`config.mk`:
```
export PLATFORM = sky130hd
export DESIGN_NAME = digit_scanner
export DESIGN_NICKNAME = d
export VERILOG_FILES = /design/src/rtl/scan_pkg.sv /design/src/rtl/hex_glyph.sv /design/src/rtl/scan_ctrl.sv /design/src/rtl/scan_dpath.sv /design/src/rtl/digit_scanner.sv
export SDC_FILE = /design/constraint.sdc
export NUM_CORES = 1
export LEC_CHECK = 0
export ABC_AREA = 1
export BUFFER_PORTS_ARGS = -buffer_cell sky130_fd_sc_hd__clkbuf_2
export CORE_MARGIN = 2
export CORE_UTILIZATION = 55
export CTS_CLUSTER_SIZE = 16
export DETAILED_ROUTE_END_ITERATION = 10
export PLACE_DENSITY_LB_ADDON = 0.05
export RECOVER_POWER = 25
export SKIP_LAST_GASP = 1
export SYNTH_ARGS = -nofsm -noshare
export SYNTH_HDL_FRONTEND = slang
export SYNTH_HIERARCHICAL = 1
export SYNTH_SLANG_ARGS = --single-unit
```
`constraint.sdc`:
```
create_clock -name clk -period 2.55 [get_ports clk]
set_input_delay 0 -clock clk [delete_from_list [all_inputs] [get_ports clk]]
set_output_delay 0 -clock clk [all_outputs]
set_load 0.01 [all_outputs]
```
`src/rtl/scan_pkg.sv`:
```
package scan_pkg;

  // Strobes sent from the control to the datapath each cycle
  typedef struct packed {
    logic blank;    // force every output off and prime the index
    logic advance;  // move to the next digit on this edge
  } scan_strobe_t;

  localparam int SEG_W = 7;
  localparam int NIB_W = 4;

endpackage

```
`src/rtl/hex_glyph.sv`:
```
module hex_glyph
  import scan_pkg::*;
(
  input  logic [NIB_W-1:0] nibble,
  output logic [SEG_W-1:0] segs    // active high, a at bit 6 .. g at bit 0
);

  always_comb begin
    unique case (nibble)
      4'h0: segs = 7'h7E;
      4'h1: segs = 7'h30;
      4'h2: segs = 7'h6D;
      4'h3: segs = 7'h79;
      4'h4: segs = 7'h33;
      4'h5: segs = 7'h5B;
      4'h6: segs = 7'h5F;
      4'h7: segs = 7'h70;
      4'h8: segs = 7'h7F;
      4'h9: segs = 7'h7B;
      4'hA: segs = 7'h77;
      4'hB: segs = 7'h1F;
      4'hC: segs = 7'h4E;
      4'hD: segs = 7'h3D;
      4'hE: segs = 7'h4F;
      default: segs = 7'h47;
    endcase
  end

endmodule

```
`src/rtl/scan_ctrl.sv`:
```
module scan_ctrl
  import scan_pkg::*;
#(
  parameter int DWELL_CYC = 250000
) (
  input  logic         clk,
  input  logic         rst,
  output scan_strobe_t strobe
);

  localparam int CNT_W = (DWELL_CYC > 2) ? $clog2(DWELL_CYC) : 1;
  localparam logic [CNT_W-1:0] TERM = CNT_W'(DWELL_CYC - 1);

  logic [CNT_W-1:0] divCnt;

  // Reset parks the divider at terminal count so the first live edge
  // both rolls it to zero and lands the scan on digit 0.
  always_ff @(posedge clk) begin
    if (rst) begin
      divCnt <= TERM;
    end else if (divCnt == TERM) begin
      divCnt <= '0;
    end else begin
      divCnt <= divCnt + 1'b1;
    end
  end

  always_comb begin
    strobe.blank   = rst;
    strobe.advance = !rst && (divCnt == TERM);
  end

endmodule

```
`src/rtl/scan_dpath.sv`:
```
module scan_dpath
  import scan_pkg::*;
#(
  parameter int NUM_DIGITS = 4
) (
  input  logic                        clk,
  input  scan_strobe_t                strobe,
  input  logic [NUM_DIGITS*NIB_W-1:0] digitsIn,
  output logic [NUM_DIGITS-1:0]       anodeN,
  output logic [SEG_W-1:0]            segN
);

  localparam int IDX_W = (NUM_DIGITS > 2) ? $clog2(NUM_DIGITS) : 1;
  localparam logic [IDX_W-1:0] LAST = IDX_W'(NUM_DIGITS - 1);
  localparam logic [NUM_DIGITS-1:0] ONE = NUM_DIGITS'(1);

  logic [SEG_W-1:0] glyphs [NUM_DIGITS];
  logic [IDX_W-1:0] idx;
  logic [IDX_W-1:0] idxNext;

  genvar g;
  generate
    for (g = 0; g < NUM_DIGITS; g++) begin : g_dec
      hex_glyph u_glyph (
        .nibble (digitsIn[g*NIB_W +: NIB_W]),
        .segs   (glyphs[g])
      );
    end
  endgenerate

  always_comb begin
    if (strobe.blank) begin
      idxNext = LAST;
    end else if (strobe.advance) begin
      idxNext = (idx == LAST) ? '0 : idx + 1'b1;
    end else begin
      idxNext = idx;
    end
  end

  // Enable and cathodes are loaded from the same next index on the same edge
  always_ff @(posedge clk) begin
    idx <= idxNext;
    if (strobe.blank) begin
      anodeN <= '1;
      segN   <= '1;
    end else begin
      anodeN <= ~(ONE << idxNext);
      segN   <= ~glyphs[idxNext];
    end
  end

endmodule

```
`src/rtl/digit_scanner.sv`:
```
module digit_scanner
  import scan_pkg::*;
#(
  parameter int CLK_HZ     = 250_000_000,
  parameter int DWELL_US   = 1000,
  parameter int NUM_DIGITS = 4
) (
  input  logic                        clk,
  input  logic                        rst,
  input  logic [NUM_DIGITS*NIB_W-1:0] digitsIn,
  output logic [NUM_DIGITS-1:0]       anodeN,
  output logic [SEG_W-1:0]            segN
);

  localparam int DWELL_CYC = (CLK_HZ / 1_000_000) * DWELL_US;

  scan_strobe_t strobe;

  scan_ctrl #(
    .DWELL_CYC (DWELL_CYC)
  ) u_ctrl (
    .clk    (clk),
    .rst    (rst),
    .strobe (strobe)
  );

  scan_dpath #(
    .NUM_DIGITS (NUM_DIGITS)
  ) u_dpath (
    .clk      (clk),
    .strobe   (strobe),
    .digitsIn (digitsIn),
    .anodeN   (anodeN),
    .segN     (segN)
  );

endmodule

```
### After elaboration in Yosys (flattened, before gate mapping)

Memories as Yosys holds them, arrays and structs flattened.
Index checks and enable logic that the tools add are counted.

| word-level totals | value |
|---|---|
| flip-flop bits (word level) | 31 |
| output and inout port bits | 11 |
| memories | 4 |
| input port bits | 18 |
| memory bits (read-only) | 448 |

| operators by class | value |
|---|---|
| magnitude comparators | 1 |
| shifts and indexed selects | 1 |
| mux-type cells | 7 |
| add/sub/neg operators | 2 |
| bitwise operators | 3 |
| equality and inequality tests | 2 |
| reductions and logical operators | 3 |

Memories:

| memory | words | width | read ports | clocked after Yosys merged registers in | write ports | RTL line | RTL |
|---|---|---|---|---|---|---|---|
| (no name shown) | 16 | 7 | 1 | 0 | 0 | hex_glyph.sv:9 | `unique case (nibble)` |
| (no name shown) | 16 | 7 | 1 | 0 | 0 | hex_glyph.sv:9 |  |
| (no name shown) | 16 | 7 | 1 | 0 | 0 | hex_glyph.sv:9 |  |
| (no name shown) | 16 | 7 | 1 | 0 | 0 | hex_glyph.sv:9 |  |

Operators with widths:

| kind | number |
|---|---|
| 18-bit by 1-bit adder with 18-bit output, second input constant | 1 |
| 18-bit equality test, second input constant | 1 |
| 18-bit two-way mux | 1 |
| 7-bit binary-select mux with 2-bit select | 1 |
| 7-bit two-way mux | 2 |
| 7-bit inverter | 1 |
| 2-bit two-way mux | 3 |
| 4-bit inverter | 1 |
| 1-bit by 2-bit left shift with 4-bit output, first input constant | 1 |
| 3-bit greater-or-equal comparator, second input constant | 1 |
| 2-bit inverter with 3-bit output | 1 |
| 2-bit by 1-bit adder with 2-bit output, second input constant | 1 |
| 2-bit equality test, second input constant | 1 |
| 2-bit OR reduction | 1 |
| 1-bit logical AND | 1 |
| 1-bit logical NOT | 1 |

### Depth between registers and ports, before layout

| logic depth | value |
|---|---|
| word-level depth | 9 |
| depth in mapped cells | 13 |
| depth with buffers taken out | 12 |

### By module

The synthesis kept the hierarchy.

By module, submodules not included:

| module | area each (µm²) | instances | cells each | sequential area each (µm²) |
|---|---|---|---|---|
| hex_glyph | 270.3 | 4 | 52 | 0.0 |
| scan_ctrl | 1051.0 | 1 | 168 | 360.3 |
| scan_dpath | 755.7 | 1 | 118 | 260.2 |

### Least setup slack after synthesis

OpenSTA, ideal clock, no wires.

| path | value |
|---|---|
| kind | reg2reg |
| from | register u_ctrl.divCnt[0] |
| to | register u_dpath.segN[0] |
| cell stages (with the launch flop) | 14 |
| arrival | 1794 ps |
| path buffers | 1 |
| required time | 2426 ps |
| path slack | 632 ps |
| cells stage by stage | dfxtp_1 > ha_1 > nand3_1 > nor2_1 > nand4_1 > nor2_1 > inv_2 > a21oi_4 > nand2_4 > buf_6 > nand2_1 > nand2_1 > nand2_1 > nand3_1 |

RTL lines:

| item | RTL line | RTL |
|---|---|---|
| start: declaration | scan_ctrl.sv:14 | `logic [CNT_W-1:0] divCnt;` |
| start signal: assignment | scan_ctrl.sv:24 | `divCnt <= divCnt + 1'b1;` |
| end signal: assignment | scan_dpath.sv:49 | `segN <= ~glyphs[idxNext];` |
| end: declaration | scan_dpath.sv:10 | `output logic [SEG_W-1:0] segN` |

==> flow_metrics.py <==
metrics = {
    "placement": {
        "placed_area_sq_mm": 0.00305,
        "dp_hpwl_mm": 4.96,
        "place_congestion": 0.917,
        "port_buffers": 28,
    },
    "timing": {
        "worst_pin_slew_ns": 0.413,
        "finalSetupViolCount": 0,
        "fmax_mhz": 467,
        "min_period_over_period_pct": 84.0,
        "grt_setup_unrepaired": "false",
        "tns_ns": 0,
        "skew_ns": 0.0107,
        "slew_viol_final": 0,
        "hold_viol_final": 0,
        "min_period_ns": 2.14,
        "max-slew-margin-rel_pct": 72.5,
        "timing.hold.ws_ns": 0.123,
    },
    "synth": {
        "yosysWarnings": 6,
        "synthDistinctLibCells": 25,
        "netlist_top_cells_area": "nand2_1 26%, dfxtp_1 21%, ha_1 13%",
        "synth_seq_cells": 31,
        "synth_top_area_share_pct": 26.4,
        "postSynthAreaPerCell_sq_um": 5.85,
        "synth_nets": 542,
        "synth_largest_area_cell": "nand2_1",
        "synth_area_sq_mm": 0.00289,
        "yosysSeqAreaShare_pct": 21.5,
        "syn_inst": 494,
    },
    "floorplanning": {
        "die_x_um": 76.5,
        "die-height_um": 76.5,
        "io_pins": 29,
        "core_sq_mm": 0.00507,
        "rows": 26,
        "die_area_sq_mm": 0.00585,
        "start_util_pct": 56.9,
    },
    "setup_path": {
        "cp-end-kind": "flop",
        "r2r_cells": 11,
        "path_max_fanout": 18,
        "worstSetupStartpoint": "u_ctrl/divCnt[0]$_SDFF_PP1_",
        "critical_path_class": "flop to flop",
        "r2r_slack_ns": 0.41,
        "worstPathArrival_ns": 2.37,
        "reg2reg_to": "u_dpath/segN[0]$_SDFF_PP1_",
        "r2r-start": "u_ctrl/divCnt[0]$_SDFF_PP1_",
        "cp.required_ns": 2.78,
        "critPathLaunchType": "flop",
        "cp-endpoint": "u_dpath/segN[0]$_SDFF_PP1_",
    },
    "detailed_routing": {
        "dr.pass1.iters": 4,
        "drcViolationCount": 0,
        "wl_per_cell_um": 10.6,
        "route.vias.total": 2887,
        "wirelength_mm": 6.27,
        "via_per_inst": 4.88,
        "ant_nets": 0,
        "drt-initial-drc-count": 115,
    },
    "grt": {
        "grt_pass1_wl_mm": 10.9,
        "antenna_found_initial": 0,
        "grt_util_met3_pct": 3.44,
        "grt_pass1_vias": 2573,
        "grt_usage_pct": 22.2,
        "grt_max_degree": 19,
        "gr-usage-met1_pct": 28.7,
        "grt_busiest_layer": "met2",
        "grt_overflow": 0,
        "use_met2_pct": 37.5,
    },
    "clock_tree": {
        "cts_tree": "yes",
        "cts_max_level": 2,
        "cts.hold.buffers_added": 0,
        "clk_latency_ns": 0.28,
        "cts-buffers-inserted": 5,
        "clkTransAtPathRegs_ns": 0.07,
        "cts_buffer_depth": 2,
        "cts_root_buffer": "clkbuf_8",
        "cts_num_sinks": 31,
    },
    "layout": {
        "final_nets": 569,
        "layout-drive-gt1-share_pct": 9.00,
        "syn_to_final_growth_pct": 8.93,
        "final_cell_area_sq_mm": 0.00315,
        "utilization_pct": 62.0,
        "n_antenna_cell": 0,
        "num-fill-cells": 538,
    },
    "pwr": {
        "worst_ir_drop_vdd_v": 0.000395,
        "p_leak_nw": 1.83,
        "p_per_area_mw_per_mm2": 703,
    },
    "run_status": {
        "status": "finished clean",
    },
    "run": {
        "maxCapViolCount": 0,
    },
    "worst_hold_path": {
        "min_path_type": "input pin to flop",
    },
}
-- metal layers --
layer | vias to the layer above | wire (um)
met2 | 51 | 2870
met4 | 0 | 126
li1 | 1552 | -
met1 | 1271 | 3060
met5 | - | 0
met3 | 13 | 217
-- worst min-delay path by stage --
stage,from,endpoint,slack [ns],cells past startpoint
floorplan,rst,u_ctrl/divCnt[13]$_SDFF_PP0_,0.14,3
global placement,u_dpath/anodeN[2]$_SDFF_PP1_,anodeN[2],0.39,1
detailed placement,u_dpath/segN[4]$_SDFF_PP1_,segN[4],0.39,1
CTS,rst,u_ctrl/divCnt[13]$_SDFF_PP0_,0.12,4
global route,rst,u_ctrl/divCnt[13]$_SDFF_PP0_,0.15,4
finish,rst,u_ctrl/divCnt[13]$_SDFF_PP0_,0.12,4
-- area by class of cell --
type,instances,area (sq um),area share (%)
clock buffers,7,96.3,3.06
flip-flops and latches,31,621,19.7
repair buffers,30,143,4.53
clock inverters,1,7.51,0.239
inverters,82,308,9.79
multi-input cells,371,1880,59.9
well taps,70,87.6,2.78
-- through the flow --
stage | instances | total power, mW | setup slack, ns
6_report | 592 | 2.21 | 0.409
3_5_place_dp | 584 | 1.79 | 0.277
4_1_cts | 592 | 2.23 | 0.247
5_1_grt | 592 | 2.41 | 0.168
2_1_floorplan | 494 | 1.53 | 0.632
3_3_place_gp | 584 | 1.78 | 0.390
-- cells in the mapped netlist, drive strengths merged --
library cell and n:
dfxtp 31, nand4 5, o21bai 1, nand2 209
clkbuf 1, buf 9, xor2 5, o21ai 12
nand3b 7, inv 82, or2 1, nand3 52
nor3 1, nor2 42, ha 30, a21oi 5
nor4 1
-- registers in the layout (all words and copies together) (netlist names) --
name and cells:
u_ctrl/divCnt 18, u_dpath/anodeN 4, u_dpath/idx 2, u_dpath/segN 7
-- layout by cell type (no fill, tap or decap), types with 2 or more instances in the layout --
cell type | netlist | routed
nand2_4 | 2 | 2
xor2_1 | 5 | 5
clkbuf_1 | 1 | 10
o21ai_1 | 2 | 2
clkbuf_2 | 0 | 18
clkbuf_8 | 0 | 7
a21oi_1 | 4 | 4
nand3_1 | 51 | 51
nor2_1 | 40 | 40
ha_1 | 30 | 30
nand4_1 | 5 | 5
buf_4 | 7 | 2
o21ai_0 | 10 | 10
nand2_1 | 203 | 202
dfxtp_1 | 31 | 31
nand2_2 | 4 | 5
inv_1 | 76 | 76
nand3b_1 | 7 | 7
nor2_2 | 2 | 2
inv_2 | 6 | 6
-- worst max-delay path: stages (launching register included) --
cell     delay, ns
dfxtp_1       0.39
ha_1          0.21
nand3_1       0.17
nor2_1        0.16
nand4_1       0.10
nor2_1        0.26
nand2_2       0.26
nand2_4       0.25
nand2_1       0.08
nand2_1       0.07
nand2_1       0.06
nand3_1       0.07
-- power breakdown --
part / switching, mW / internal, mW / leakage [nW]
Combinational: 0.655 / 0.369 / 1.53
Sequential: 0.127 / 0.627 / 0.255
Clock: 0.189 / 0.245 / 0.0505
-- repair_timing --
action / in CTS / in global routing
setup buffers: 0 / 0
gates resized for setup: 0 / 1
setup endpoints to repair: 0 / 1
-- cells by family (layout without fill, tap and decap cells) --
group,count (synthesis),after routing,synth area share (%)
DFF,31,31,21.5
and+or+nand+nor,318,318,47.0
adders and majority gates,30,30,13.0
AOI/OAI and AO/OA,18,18,3.60
buffers and inverters,92,120,13.4
xor gates and xnor gates,5,5,1.52
(Power assumes the default switching activity.)
